==> src/rtl/mon_sel_pkg.sv <==
package mon_sel_pkg;

  typedef enum logic [1:0] {
    MODE_USER   = 2'b00,
    MODE_NORMAL = 2'b01,
    MODE_BLANK  = 2'b10,
    MODE_FORCED = 2'b11
  } mon_mode_e;

  localparam logic [1:0] IRQ_VSS  = 2'b00;
  localparam logic [1:0] IRQ_VDD  = 2'b01;
  localparam logic [1:0] IRQ_TEST = 2'b10;
  localparam logic [1:0] IRQ_RSVD = 2'b11;

  typedef struct packed {
    mon_mode_e mode;
    logic      cop_en;
    logic      icg_en;
    logic      div4;
  } mon_cfg_t;

  // True when straps and serial line carry the normal-monitor entry pattern.
  function automatic logic entry_pattern(input logic ser, input logic p0,
                                         input logic p1);
    return ser & p0 & ~p1;
  endfunction

  // Full reset-time decision; reserved and unmatched test levels act as VDD.
  function automatic mon_cfg_t decode_cfg(input logic [1:0] irq,
                                          input logic blank,
                                          input logic ser, input logic p0,
                                          input logic p1, input logic dpin);
    mon_cfg_t c;
    c.mode   = MODE_USER;
    c.cop_en = 1'b1;
    c.icg_en = 1'b1;
    c.div4   = 1'b0;
    if (irq == IRQ_TEST && entry_pattern(ser, p0, p1)) begin
      c.mode   = MODE_NORMAL;
      c.cop_en = 1'b0;
      c.icg_en = 1'b0;
      c.div4   = dpin;
    end else if (blank) begin
      if (irq == IRQ_VSS) begin
        c.mode   = MODE_FORCED;
        c.cop_en = 1'b0;
        c.icg_en = 1'b1;
        c.div4   = 1'b0;
      end else begin
        c.mode   = MODE_BLANK;
        c.cop_en = 1'b0;
        c.icg_en = 1'b0;
        c.div4   = 1'b1;
      end
    end
    return c;
  endfunction

  // Input clocks per bus enable.
  function automatic int unsigned bus_ratio(input logic div4, input int unsigned lo,
                                            input int unsigned hi);
    return div4 ? hi : lo;
  endfunction

endpackage

==> src/rtl/mon_mode_decode.sv <==
module mon_mode_decode
  import mon_sel_pkg::*;
(
  input  logic [1:0] irq_lvl,
  input  logic       vec_blank,
  input  logic       ser_line,
  input  logic       mode_pin0,
  input  logic       mode_pin1,
  input  logic       div_pin,
  output mon_cfg_t   cfg,
  output logic       normal_pat
);

  assign normal_pat = (irq_lvl == IRQ_TEST) && entry_pattern(ser_line, mode_pin0, mode_pin1);

  always_comb begin
    cfg = decode_cfg(irq_lvl, vec_blank, ser_line, mode_pin0, mode_pin1, div_pin);
  end


  always_comb begin
    forced_src_chk: assert (!(cfg.mode == MODE_FORCED) || (irq_lvl == IRQ_VSS && vec_blank))
      else $error("forced mode without VSS level and blank vector");
  end

endmodule

==> src/rtl/mon_cfg_latch.sv <==
module mon_cfg_latch
  import mon_sel_pkg::*;
(
  input  logic     clk,
  input  logic     rst,
  input  mon_cfg_t cfg_in,
  output mon_cfg_t cfg_q,
  output logic     valid_q,
  output logic     capture
);

  logic rst_q;

  assign capture = rst_q & ~rst;

  always_ff @(posedge clk) begin
    if (rst) begin
      rst_q   <= 1'b1;
      valid_q <= 1'b0;
      cfg_q   <= '0;
    end else begin
      rst_q <= 1'b0;
      if (capture) begin
        cfg_q   <= cfg_in;
        valid_q <= 1'b1;
      end
    end
  end


  cfg_hold_chk: assert property (@(posedge clk) disable iff (rst)
    valid_q |=> $stable(cfg_q))
    else $error("latched configuration changed without reset");


  capture_once_chk: assert property (@(posedge clk) disable iff (rst)
    valid_q |-> !capture)
    else $error("second capture without reset");

endmodule

==> src/rtl/mon_clk_div.sv <==
module mon_clk_div #(
  parameter int unsigned BUS_RATIO_LO = 2,
  parameter int unsigned BUS_RATIO_HI = 4,
  parameter int unsigned BAUD_DIV     = 256
) (
  input  logic clk,
  input  logic rst,
  input  logic run,
  input  logic div4,
  output logic bus_en,
  output logic baud_tick
);

  localparam int unsigned CW = (BUS_RATIO_HI > 1) ? $clog2(BUS_RATIO_HI) : 1;
  localparam int unsigned BW = (BAUD_DIV > 1) ? $clog2(BAUD_DIV) : 1;

  logic [CW-1:0] div_cnt;
  logic [CW-1:0] div_last;
  logic [BW-1:0] baud_cnt;
  logic          baud_wrap;

  assign div_last  = div4 ? CW'(BUS_RATIO_HI - 1) : CW'(BUS_RATIO_LO - 1);
  assign bus_en    = run && (div_cnt == div_last);
  assign baud_wrap = (baud_cnt == BW'(BAUD_DIV - 1));
  assign baud_tick = bus_en && baud_wrap;

  always_ff @(posedge clk) begin
    if (rst || !run) begin
      div_cnt <= '0;
    end else if (bus_en) begin
      div_cnt <= '0;
    end else begin
      div_cnt <= div_cnt + 1'b1;
    end
  end

  always_ff @(posedge clk) begin
    if (rst || !run) begin
      baud_cnt <= '0;
    end else if (bus_en) begin
      baud_cnt <= baud_wrap ? '0 : baud_cnt + 1'b1;
    end
  end


  bus_single_pulse_chk: assert property (@(posedge clk) disable iff (rst)
    bus_en |=> !bus_en)
    else $error("bus enable held two cycles");


  bus_div4_gap_chk: assert property (@(posedge clk) disable iff (rst)
    (bus_en && div4) |=> !bus_en ##1 !bus_en ##1 !bus_en)
    else $error("bus enable too frequent in divide-by-4");


  baud_single_pulse_chk: assert property (@(posedge clk) disable iff (rst)
    baud_tick |=> !baud_tick)
    else $error("baud tick held two cycles");

endmodule

==> src/rtl/mon_mode_sel.sv <==
module mon_mode_sel
  import mon_sel_pkg::*;
#(
  parameter int unsigned BUS_RATIO_LO = 2,
  parameter int unsigned BUS_RATIO_HI = 4,
  parameter int unsigned BAUD_DIV     = 256
) (
  input  logic       clk,
  input  logic       rst,
  input  logic [1:0] irq_lvl,
  input  logic       vec_blank,
  input  logic       ser_line,
  input  logic       mode_pin0,
  input  logic       mode_pin1,
  input  logic       div_pin,
  output logic [1:0] mode,
  output logic       cop_en,
  output logic       icg_en,
  output logic       div4_sel,
  output logic       bus_en,
  output logic       baud_tick
);

  mon_cfg_t cfg_dec;
  mon_cfg_t cfg_q;
  logic     normal_pat;
  logic     cfg_valid;
  logic     cfg_capture;

  mon_mode_decode u_decode (
    .irq_lvl    (irq_lvl),
    .vec_blank  (vec_blank),
    .ser_line   (ser_line),
    .mode_pin0  (mode_pin0),
    .mode_pin1  (mode_pin1),
    .div_pin    (div_pin),
    .cfg        (cfg_dec),
    .normal_pat (normal_pat)
  );

  mon_cfg_latch u_latch (
    .clk     (clk),
    .rst     (rst),
    .cfg_in  (cfg_dec),
    .cfg_q   (cfg_q),
    .valid_q (cfg_valid),
    .capture (cfg_capture)
  );

  mon_clk_div #(
    .BUS_RATIO_LO (BUS_RATIO_LO),
    .BUS_RATIO_HI (BUS_RATIO_HI),
    .BAUD_DIV     (BAUD_DIV)
  ) u_div (
    .clk       (clk),
    .rst       (rst),
    .run       (cfg_valid),
    .div4      (cfg_q.div4),
    .bus_en    (bus_en),
    .baud_tick (baud_tick)
  );

  assign mode     = cfg_q.mode;
  assign cop_en   = cfg_q.cop_en;
  assign icg_en   = cfg_q.icg_en;
  assign div4_sel = cfg_q.div4;


  normal_entry_chk: assert property (@(posedge clk) disable iff (rst)
    (cfg_capture && normal_pat) |=> (mode == MODE_NORMAL))
    else $error("entry pattern did not select normal monitor");


  mon_cop_off_chk: assert property (@(posedge clk) disable iff (rst)
    (mode != MODE_USER) |-> !cop_en)
    else $error("watchdog enabled in a monitor mode");


  user_cop_on_chk: assert property (@(posedge clk) disable iff (rst)
    (cfg_valid && mode == MODE_USER) |-> (cop_en && icg_en && !div4_sel))
    else $error("user mode with wrong enables");


  forced_icg_chk: assert property (@(posedge clk) disable iff (rst)
    (mode == MODE_FORCED) |-> (icg_en && !div4_sel))
    else $error("forced monitor without internal clock");


  idle_in_reset_chk: assert property (@(posedge clk)
    $past(rst) && rst |-> (!bus_en && !baud_tick && mode == MODE_USER))
    else $error("activity while in reset");

endmodule

==> config.mk <==
export PLATFORM = sky130hd
export DESIGN_NAME = mon_mode_sel
export DESIGN_NICKNAME = d
export VERILOG_FILES = /design/src/rtl/mon_sel_pkg.sv /design/src/rtl/mon_mode_decode.sv /design/src/rtl/mon_cfg_latch.sv /design/src/rtl/mon_clk_div.sv /design/src/rtl/mon_mode_sel.sv
export SDC_FILE = /design/constraint.sdc
export NUM_CORES = 1
export LEC_CHECK = 0
export ABC_CLOCK_PERIOD_IN_PS = 3600
export BUFFER_PORTS_ARGS = -buffer_cell sky130_fd_sc_hd__clkbuf_2
export CELL_PAD_IN_SITES_DETAIL_PLACEMENT = 1
export CELL_PAD_IN_SITES_GLOBAL_PLACEMENT = 2
export CORE_ASPECT_RATIO = 0.75
export CORE_MARGIN = 2
export CORE_UTILIZATION = 25
export CTS_CLUSTER_SIZE = 14
export DETAILED_ROUTE_END_ITERATION = 8
export PLACE_DENSITY = 0.67
export SLEW_MARGIN = 20
export SYNTH_ARGS = -nofsm -noshare
export SYNTH_HDL_FRONTEND = slang
export SYNTH_SLANG_ARGS = --single-unit
==> constraint.sdc <==
create_clock -name clk -period 3.6 [get_ports clk]
set_clock_uncertainty 0.15 [all_clocks]
set_input_delay 0.18 -clock clk [delete_from_list [all_inputs] [get_ports clk]]
set_output_delay 0.18 -clock clk [all_outputs]
set_load 0.05 [all_outputs]
==> metrics.md, run 1 <==
| Metric | Value |
|---|---|
| Worst-path clk slew | `0.07 ns` |
| RD Place Congestion | `0.743` |
| Endpoints failing setup | `0` |
| Asr flop ratio synth | `0` |
| Reg2Reg Launch Point | `u_div.div_cnt[0]` |
| Largest net degree at the start of global routing | `12` |
| Crit path max fanout | `8` |
| Die ar. | `3390 um2` |
| Compound-Gate Fraction of Synth Area | `0.0819` |
| Vias/cell | `4.44` |
| Vias | `600` |
| Fin crit share | `0.566` |
| Ant diodes | `0` |
| Seq cells post-synth | `17` |
| Critical Path RT | `3.27 ns` |
| Top_reg_cell synth | `dfxtp_1` |
| Finished Layout Cells | `135` |
| Dominant cell type by area after synthesis | `dfxtp_1` |
| Setup Crit Path Kind | `reg2out` |
| Count of different cell masters after synthesis | `25` |
| Ratio of cells with drive above 1 in the final layout | `0.232` |
| Initial drt markers | `21` |
| Post-synthesis mux area share | `0.0290` |
| Status | `completed` |
| CTS sink cnt | `17` |
| Flop2flop setup slack | `2.00 ns` |
| Synthesized-area fraction occupied by adder cells | `0.0171` |
| Placed cells | `130` |
| Setup TNS | `0 ns` |
| Hold/Removal Path Class | `in2reg` |
| CTS Buf Count | `3` |
| Setup crit start | `u_div.div_cnt[0]` |
| Arrival @ worst endpoint | `1.71 ns` |
| Nets | `110` |
| Largest family of logic cells by synthesized area | `simple AND/OR/NAND/NOR gates` |
| Worst setup SP type | `flop` |
| Syn Nets | `90` |
| Synth-to-Final Area Change | `23.5%` |
| Share of the synthesized area in the top cell type | `0.464` |
| Gr ovfl total | `0` |
| Worst-Margin Slew | `0.359 ns` |
| Leakage | `0.330 nW` |
| Slew headroom | `0.760` |
| Max clock buf depth | `2` |
| Hold_sp | `vec_blank` |
| CP Capture Type | `primary output` |
| PortBufs | `15` |
| DPL Wire Length | `1180 um` |
| Peak Freq | `0.491 GHz` |
| First-pass GRT wire length | `2440 um` |
| Initial antenna violation count | `0` |
| Die W | `66.5 um` |
| Die height | `50.9 um` |
| WL/cell | `11.1 um` |
| CTS H-Tree Depth | `1` |
| Sequential share of the synthesized area | `0.464` |
| Total of max-cap violations | `0` |
| Post-synth EDFFs | `0` |
| Power per cell area | `421 nW/um2` |
| Gr usage total | `0.0969` |
| Synth Instances | `80` |
| Mapped Area | `733 um2` |
| Post-synthesis xor/xnor area fraction | `0.106` |
| Routed wire length | `1500 um` |
| Post-route ant nets | `0` |
| Max rail drop VDD | `0.173 mV` |
| Largest cells by area after synthesis | `dfxtp_1 46%, xnor2_1 8.4%, nor2_1 8.2%` |
| TritonRoute pass-1 iters | `4` |
| Core ar. | `2700 um2` |
| Hold Path Depth | `3` |
| Core Util, Final | `0.335` |
| Reg-to-Reg End | `u_div.baud_cnt[0]` |
| Post-route minimum period | `2.04 ns` |
| Clock latency on the worst-skew pair | `0.25 ns` |
| Hold path endpoint | `u_latch.cfg_q[4]` |
| Max-slew violation count | `0` |
| Worst reg2reg path depth | `4` |
| # IOs | `16` |
| CTS root buffer | `clkbuf_8` |
| Fin. Hold Viols | `0` |
| Rows | `16` |
| Post-synthesis area per instance | `9.17 um2` |
| Yosys warns | `0` |
| Remaining DRCs | `0` |
| Simple-Gate Fraction of Synth Area | `0.292` |
| RSZ-0062 raised after global routing | `no` |
| CTS tree | `yes` |
| Vias in the first global route | `551` |
| FILL cells | `335` |
| Initial Utilization | `0.271` |
## critical path: stages, from the launching register on
cell and delay (ns):
dfxtp_1 0.38, nand2_1 0.21, or3_4 0.47, nor2_1 0.11
clkbuf_2 0.28
## routing by layer
| layer | up-vias | wire (um) | track usage |
|---|---|---|---|
| met5 | - | 0 | 0 |
| met1 | 275 | 822 | 0.139 |
| li1 | 314 | - | - |
| met3 | 2 | 62 | 0.0463 |
| met4 | 0 | 8 | 0.0306 |
| met2 | 9 | 608 | 0.125 |
## worst max-delay path by stage
| stage | slack, ns | to |
|---|---|---|
| 2_1_floorplan | 1.26 | baud_tick |
| 3_3_place_gp | 1.86 | baud_tick |
| 3_5_place_dp | 1.82 | baud_tick |
| 5_1_grt | 1.47 | baud_tick |
| 6_report | 1.56 | baud_tick |
| 4_1_cts | 1.54 | baud_tick |
## registers in the layout, indices dropped and copies added (netlist names)
register,count
u_latch.rst_q,1
u_div.div_cnt,2
u_latch.valid_q,1
u_latch.cfg_q,5
u_div.baud_cnt,8
## layout by cell type (no fill, tap or decap)
cell type      count
nor3b_1            1
nand2_1            6
dfxtp_1           17
inv_1              1
ha_1               1
nor3_1             1
a311oi_1           1
nor4_1             3
xor2_2             1
mux2_2             1
o21ai_0            1
clkbuf_8           3
xnor2_1            7
a211oi_1           1
nand3_1            4
nor2b_1            1
nand3b_1           2
mux2i_1            1
nor4bb_1           1
clkbuf_2          15
nand2b_1           4
dlygate4sd3_1      1
or3_4              1
nor2_1            16
clkinv_2           1
o21bai_4           1
nand4_1            2
a21oi_1            4
## report_power, final
| part | internal (W) | switching (W) |
|---|---|---|
| Clock | 0.0000767 | 0.0000650 |
| Combinational | 0.0000138 | 0.0000261 |
| Sequential | 0.000194 | 0.00000566 |
## per-stage QoR
stage	cell area (um2)	hold WS (ns)	worst slack, ns	total power, W
final	906	0.0537	1.56	0.000381
after global routing	906	0.0694	1.47	0.000400
after CTS	896	0.00818	1.54	0.000390
after detailed placement	850	0.269	1.82	0.000244
after global placement	850	0.267	1.86	0.000242
after floorplan	733	0.0577	1.26	0.000230
## timing repair
action                                  CTS  global route
endpoints found under the hold margin     0             1
hold buffers                              0             1
resized for setup                         0             0
endpoints found under the setup margin    0             0
buffers inserted                          0             0
## logic make-up (layout without fill, tap and decap cells)
kind of cell / count (synthesis) / count (layout)
AOI/OAI and AO/OA: 8 / 8
xor gates and xnor gates: 8 / 8
adders and majority gates: 1 / 1
buffers and inverters: 2 / 21
DFF: 17 / 17
muxes: 2 / 2
and+or+nand+nor: 42 / 42
## cells in the mapped netlist (2+ instances only)
cell type and n:
dfxtp_1 17, nor2_1 16, xnor2_1 7, nand2_1 6
a21oi_1 4, nand2b_1 4, nand3_1 4, nor4_1 3
nand3b_1 2, nand4_1 2
## area by class of cell
cell class	instances	area, um2	share of cell area
Multi-Input combinational cell	61	385	0.425
Sequential cell	17	340	0.376
Timing Repair Buffer	16	85.1	0.0939
Tap cell	36	45.0	0.0497
Clock buffer	3	41.3	0.0456
Clock inverter	1	5.00	0.00552
Inverter	1	3.75	0.00414
Power figures use the tool's default switching activity.
==> run 2, diff against run 1 <==
--- a/config.mk
+++ b/config.mk
@@ -5,7 +5,7 @@
 export SDC_FILE = /design/constraint.sdc
 export NUM_CORES = 1
 export LEC_CHECK = 0
-export ABC_CLOCK_PERIOD_IN_PS = 3600
+export ABC_CLOCK_PERIOD_IN_PS = 2050
 export BUFFER_PORTS_ARGS = -buffer_cell sky130_fd_sc_hd__clkbuf_2
 export CELL_PAD_IN_SITES_DETAIL_PLACEMENT = 1
 export CELL_PAD_IN_SITES_GLOBAL_PLACEMENT = 2
==> constraint.sdc (replaced) <==
create_clock -name clk -period 2.05 [get_ports clk]
set_clock_uncertainty 0.15 [all_clocks]
set_input_delay 0.1025 -clock clk [delete_from_list [all_inputs] [get_ports clk]]
set_output_delay 0.1025 -clock clk [all_outputs]
set_load 0.05 [all_outputs]
==> run 2 against run 1 <==
Compared with the run above:
- hold slack lost 0.047 ns
- die area stayed put
- final area rose by 2.8%
- first-iteration DRC count decreased by 38%
- sequential power grew 76%
- via count is 3.0% higher
- cell count up 1.5%
- total power increased by 77%
- wire length grew 11%
- critical path depth rose by 1
- count of clock-buffer cells in the layout stayed put
- largest power group unchanged
==> metrics.md, run 2 (synthesized netlist as in run 1, its figures left out) <==
| Metric | Value |
|---|---|
| Status | `completed` |
| Core ar. | `2700 um2 (unchanged)` |
| Max rail drop VDD | `0.321 mV (+85%)` |
| DPL Wire Length | `1300 um (+11%)` |
| Remaining DRCs | `0 (unchanged)` |
| Die W | `66.5 um (unchanged)` |
| Largest net degree at the start of global routing | `12 (unchanged)` |
| Max-slew violation count | `0 (unchanged)` |
| Worst setup SP type | `flop` |
| Initial Utilization | `0.271 (unchanged)` |
| Rows | `16 (unchanged)` |
| CTS H-Tree Depth | `1 (unchanged)` |
| CTS root buffer | `clkbuf_8` |
| Largest Register | `u_div.baud_cnt` |
| Worst-path clk slew | `0.07 ns (about the same)` |
| Synth-to-Final Area Change | `27.0%` |
| Hold/Removal Path Class | `in2reg` |
| Post-CTS Setup Bufs | `0 (unchanged)` |
| Multi-input combinational cell area | `390 um2 (+1.3%)` |
| Register area | `340 um2 (unchanged)` |
| WL/cell | `12.1 um (+9.2%)` |
| CTS sink cnt | `17 (unchanged)` |
| RSZ-0062 raised after global routing | `no` |
| Overall power | `0.000674 W (+77%)` |
| Post-route ant nets | `0 (unchanged)` |
| Gr ovfl total | `0 (unchanged)` |
| Ratio of cells with drive above 1 in the final layout | `0.257 (+0.0251)` |
| CTS Buf Count | `3 (unchanged)` |
| Worst-Margin Slew | `0.388 ns (+0.0288 ns)` |
| Vias | `618 (+3.0%)` |
| Total of max-cap violations | `0 (unchanged)` |
| Fin crit share | `0.926` |
| TritonRoute pass-1 iters | `2 (-2)` |
| Core Util, Final | `0.344 (+0.00926)` |
| Slew headroom | `0.739 (-0.0213)` |
| Nets | `112 (+1.8%)` |
| Ant diodes | `0 (unchanged)` |
| Setup Crit Path Kind | `reg2out` |
| Top Registers | `u_div.baud_cnt (8), u_latch.cfg_q (5), u_div.div_cnt (2)` |
| Power per cell area | `724 nW/um2 (+72%)` |
| CP Capture Type | `primary output` |
| Vias/cell | `4.51 (+1.5%)` |
| Clock latency on the worst-skew pair | `0.25 ns (about the same)` |
| Leakage | `0.338 nW (+2.5%)` |
| FILL cells | `334 (-0.30%)` |
| Initial antenna violation count | `0 (unchanged)` |
| Max clock buf depth | `2 (unchanged)` |
| Die height | `50.9 um (unchanged)` |
| Crit path max fanout | `4 (-4)` |
| # IOs | `16 (unchanged)` |
| First-pass GRT wire length | `2860 um (+17%)` |
| Critical Path RT | `1.80 ns (-1.47 ns)` |
| RD Place Congestion | `0.707 (-4.9%)` |
| Most frequent cells in the layout | `17 x dfxtp_1, 14 x nor2_1, 14 x clkbuf_2, 7 x xnor2_1, 6 x nand2_1` |
| Peak Freq | `0.527 GHz` |
| Commonest non-fill, non-tap cell in the layout | `dfxtp_1` |
| Routed wire length | `1660 um (+11%)` |
| Die ar. | `3390 um2 (unchanged)` |
| Gr usage total | `0.115 (+0.0184)` |
| Fin. Hold Viols | `0 (unchanged)` |
| PortBufs | `15 (unchanged)` |
| Flip-flop count of the largest register after layout | `8 (unchanged)` |
| Setup WS pre-CTS | `0.358 ns (-1.47 ns)` |
| Initial drt markers | `13 (-38%)` |
| Vias in the first global route | `619 (+12%)` |
| Endpoints failing setup | `0 (unchanged)` |
| CTS tree | `yes` |
| Arrival @ worst endpoint | `1.65 ns (-0.06 ns)` |
| Post-route minimum period | `1.90 ns` |
| Final WS setup | `0.151 ns (-1.41 ns)` |
## run 2: changes by cell type in the layout (fill, tap and decap cells not counted)
cell,change
buf_4,+1
clkbuf_2,-1
clkbuf_4,+1
dlygate4sd3_1,+1
nor2_1,-2
nor2_2,+2
## run 2: worst max-delay path: stages (launching register included)
cell      delay (ns)
dfxtp_1         0.39
ha_1            0.19
nand3_1         0.10
or3_4           0.38
nor2_2          0.11
clkbuf_4        0.23
## run 2: per-stage QoR
step,setup TNS (ns),hold slack [ns],area (um2),std cells
finish,0,0.00697,931,137
floorplan,-0.00888,-0.0198,738,80
global placement,0,0.196,862,131
CTS,0,0.00463,928,137
detailed placement,0,0.188,862,131
global route,0,0.0236,931,137
## run 2: routing by layer
layer  routed length, um  GRT usage  vias to the layer above
li1                    -          -                      316
met1                 857      0.157                      294
met2                 725      0.160                        6
met3                  67     0.0573                        2
met4                  13     0.0306                        0
met5                   0          0                        -
## run 2: worst paths after layout
path / slack [ns] / start / end / depth (start not counted)
hold / removal: 0.007 / irq_lvl[0] / u_latch.cfg_q[3] / 4
setup / recovery: 0.15 / u_div.baud_cnt[0] / baud_tick / 5
hold reg to reg: 0.33 / u_latch.cfg_q[2] / u_latch.cfg_q[2] / 2
setup reg to reg: 0.47 / u_div.baud_cnt[0] / u_div.baud_cnt[0] / 5
## run 2: cell type report
cell class | count | area share
multi-input combinational | 61 | 0.419
inverter | 1 | 0.00403
sequential | 17 | 0.366
clock inverter | 1 | 0.00538
tap | 36 | 0.0484
timing repair buffer | 18 | 0.113
clock buffer | 3 | 0.0444
## run 2: power breakdown
group           total, W  internal [W]  switching (W)  leakage [nW]
logic          0.0000728     0.0000263      0.0000465         0.174
clock network   0.000251      0.000135       0.000116        0.0255
registers       0.000350      0.000340      0.0000101         0.139
total           0.000674      0.000501       0.000173         0.338
## run 2: repair_timing
action                                  4_1_cts  5_1_grt
endpoints found under the hold margin         7        0
resized for setup                             0        2
hold buffers                                  2        0
endpoints found under the setup margin        0        1
==> run 3, diff against run 2 <==
--- a/config.mk
+++ b/config.mk
@@ -14,8 +14,8 @@
 export CORE_UTILIZATION = 25
 export CTS_CLUSTER_SIZE = 14
 export DETAILED_ROUTE_END_ITERATION = 8
+export MAX_ROUTING_LAYER = met4
 export PLACE_DENSITY = 0.67
-export SLEW_MARGIN = 20
 export SYNTH_ARGS = -nofsm -noshare
 export SYNTH_HDL_FRONTEND = slang
 export SYNTH_SLANG_ARGS = --single-unit
==> run 3 against run 2 <==
Compared with the run above:
- non-clock buffer count unchanged
- global-route usage up 0.31 points
- core utilization unchanged
- largest cell class unchanged
- count of clock-buffer cells in the layout unchanged
==> metrics.md, run 3 (synthesized netlist as in run 1, its figures left out) <==
| Metric | Value |
|---|---|
| Fin. Hold Viols | `0 (unchanged)` |
| Max clock buf depth | `2 (unchanged)` |
| Hold/Removal Path Class | `in2reg` |
| Critical Path RT | `1.80 ns (about the same)` |
| Reg2Reg Launch Point | `u_div.baud_cnt[0]` |
| Critical Path Max Stage Delay | `0.39 ns (about the same)` |
| TritonRoute pass-1 iters | `2 (unchanged)` |
| Core ar. | `2700 um2 (unchanged)` |
| Worst reg2reg path depth | `5 (unchanged)` |
| CP Capture Type | `primary output` |
| CTS H-Tree Depth | `1 (unchanged)` |
| Vias | `615 (-0.49%)` |
| Core Util, Final | `0.344 (unchanged)` |
| Cell with the largest stage delay on the worst path | `dfxtp_1` |
| PortBufs | `15 (unchanged)` |
| Routed wire length | `1660 um (-0.12%)` |
| Initial drt markers | `13 (unchanged)` |
| Initial antenna violation count | `0 (unchanged)` |
| Worst-path clk slew | `0.07 ns (about the same)` |
| Final Hold Slack | `0.00660 ns (-0.000372 ns)` |
| Fin crit share | `0.927 (about the same)` |
| # IOs | `16 (unchanged)` |
| Post-CTS Setup Bufs | `0 (unchanged)` |
| Initial Utilization | `0.271 (unchanged)` |
| Nets | `112 (unchanged)` |
| RSZ-0062 raised after global routing | `no` |
| Flop2flop setup slack | `0.47 ns (about the same)` |
| DPL Wire Length | `1300 um (unchanged)` |
| Max rail drop VDD | `0.321 mV (about the same)` |
| Sw Ratio | `0.257 (+0.000310)` |
| Gr ovfl total | `0 (unchanged)` |
| Met3 Routed Length | `67 um (unchanged)` |
| Finished Layout Cells | `137 (unchanged)` |
| Reg-to-Reg End | `u_div.baud_cnt[0]` |
| CTS sink cnt | `17 (unchanged)` |
| Wl on met1 | `857 um (unchanged)` |
| Max-slew violation count | `0 (unchanged)` |
| Leakage | `0.338 nW (unchanged)` |
| Met2 Routed Length | `724 um (-0.14%)` |
| Clock share of power | `0.373 (about the same)` |
| P_sw | `0.000173 W (+0.17%)` |
| Vias/cell | `4.49 (-0.49%)` |
| Placed cells | `131 (unchanged)` |
| Most frequent cells in the layout | `17 x dfxtp_1, 14 x nor2_1, 14 x clkbuf_2, 7 x xnor2_1, 6 x nand2_1` |
| Hold_sp | `irq_lvl[0]` |
| Post-route ant nets | `0 (unchanged)` |
| Post-route minimum period | `1.90 ns (+0.000427 ns)` |
| Hold Path Depth | `4 (unchanged)` |
| WL/cell | `12.1 um (-0.12%)` |
| Hold path endpoint | `u_latch.cfg_q[3]` |
| First-pass GRT wire length | `2860 um (unchanged)` |
| Flip-flop count of the largest register after layout | `8 (unchanged)` |
| CTS tree | `yes` |
| CTS Buf Count | `3 (unchanged)` |
| Remaining DRCs | `0 (unchanged)` |
| Die W | `66.5 um (unchanged)` |
| Rows | `16 (unchanged)` |
| Top Metal Used | `met4` |
| Ant diodes | `0 (unchanged)` |
| WP buf/inv | `1 (unchanged)` |
| Clock latency on the worst-skew pair | `0.25 ns (about the same)` |
| Gr usage total | `0.118 (+0.00310)` |
| Worst-Margin Slew | `0.388 ns (unchanged)` |
| Status | `completed` |
| Die height | `50.9 um (unchanged)` |
| Arrival @ worst endpoint | `1.65 ns (about the same)` |
| Endpoints failing setup | `0 (unchanged)` |
| Total of max-cap violations | `0 (unchanged)` |
| Largest Register | `u_div.baud_cnt` |
| Crit path max-delay family | `simple AND/OR/NAND/NOR gates` |
| RD Place Congestion | `0.715 (+1.1%)` |
| Synth-to-Final Area Change | `27.0% (unchanged)` |
| Top Registers | `u_div.baud_cnt (8), u_latch.cfg_q (5), u_div.div_cnt (2)` |
| Worst setup SP type | `flop` |
| Commonest non-fill, non-tap cell in the layout | `dfxtp_1` |
| CTS root buffer | `clkbuf_8` |
| Setup Crit Path Kind | `reg2out` |
| Peak Freq | `0.526 GHz (about the same)` |
| Slew headroom | `0.739 (unchanged)` |
| Vias in the first global route | `621 (+0.32%)` |
| Cells along the critical path | `ha_1 -> nand3_1 -> or3_4 -> nor2_2 -> clkbuf_4` |
| Register share of total power | `0.519 (about the same)` |
| Die ar. | `3390 um2 (unchanged)` |
| Ratio of cells with drive above 1 in the final layout | `0.257 (unchanged)` |
| Internal Power | `0.000501 W (about the same)` |
| Largest net degree at the start of global routing | `12 (unchanged)` |
| Power per cell area | `725 nW/um2 (about the same)` |
| Setup TNS | `0 ns (unchanged)` |
| Combinational fraction of design power | `0.108 (about the same)` |
| Crit path max fanout | `4 (unchanged)` |
## run 3: cell counts in the layout (fill, tap and decap cells not counted)
No cell type changed its count.
## run 3: worst reg2reg max path: stages, from the launching register on
cell      delay, ns
dfxtp_1        0.39
ha_1           0.19
nand3_1        0.10
or3_4          0.38
o21bai_4       0.20
nor2_1         0.07
## run 3: per-layer routing
metal	vias to the layer above	GRT usage
met4	0	0.0306
met3	2	0.0573
li1	316	-
met1	291	0.157
met2	6	0.160
met5	-	-
## run 3: layout make-up
type	instances	area [um2]
flip-flops and latches	17	340
multi-input cells	61	390
well taps	36	45.0
inverters	1	3.75
clock buffers	3	41.3
clock inverters	1	5.00
repair buffers	18	105
fillers	334	1770
## run 3: worst max path at each step
stage           endpoint  depth (start not counted)              start
3_5_place_dp   baud_tick                          5  u_div.baud_cnt[0]
4_1_cts        baud_tick                          5  u_div.baud_cnt[0]
6_report       baud_tick                          5  u_div.baud_cnt[0]
2_1_floorplan  baud_tick                          3   u_latch.cfg_q[0]
3_3_place_gp   baud_tick                          5  u_div.baud_cnt[0]
5_1_grt        baud_tick                          5  u_div.baud_cnt[0]
## run 3: metrics by stage
| stage | total power, W | cell area [um2] | worst slack (ns) |
|---|---|---|---|
| after floorplan | 0.000404 | 738 | -0.00888 |
| after global placement | 0.000428 | 862 | 0.404 |
| after detailed placement | 0.000429 | 862 | 0.358 |
| after CTS | 0.000686 | 928 | 0.0773 |
| after global routing | 0.000716 | 931 | 0.0218 |
| final | 0.000675 | 931 | 0.150 |
## run 3: power groups by stage
stage	clock, W	combinational, W	sequential, W
after floorplan	0	0.0000288	0.000375
after global placement	0	0.0000704	0.000357
after detailed placement	0	0.0000705	0.000358
after CTS	0.000262	0.0000738	0.000350
after global routing	0.000285	0.0000789	0.000352
final	0.000252	0.0000728	0.000350
## run 3: what timing repair did
action	4_1_cts	5_1_grt
hold endpoints to repair	7	0
resized for setup	0	2
hold buffers	2	0
endpoints found under the setup margin	0	1
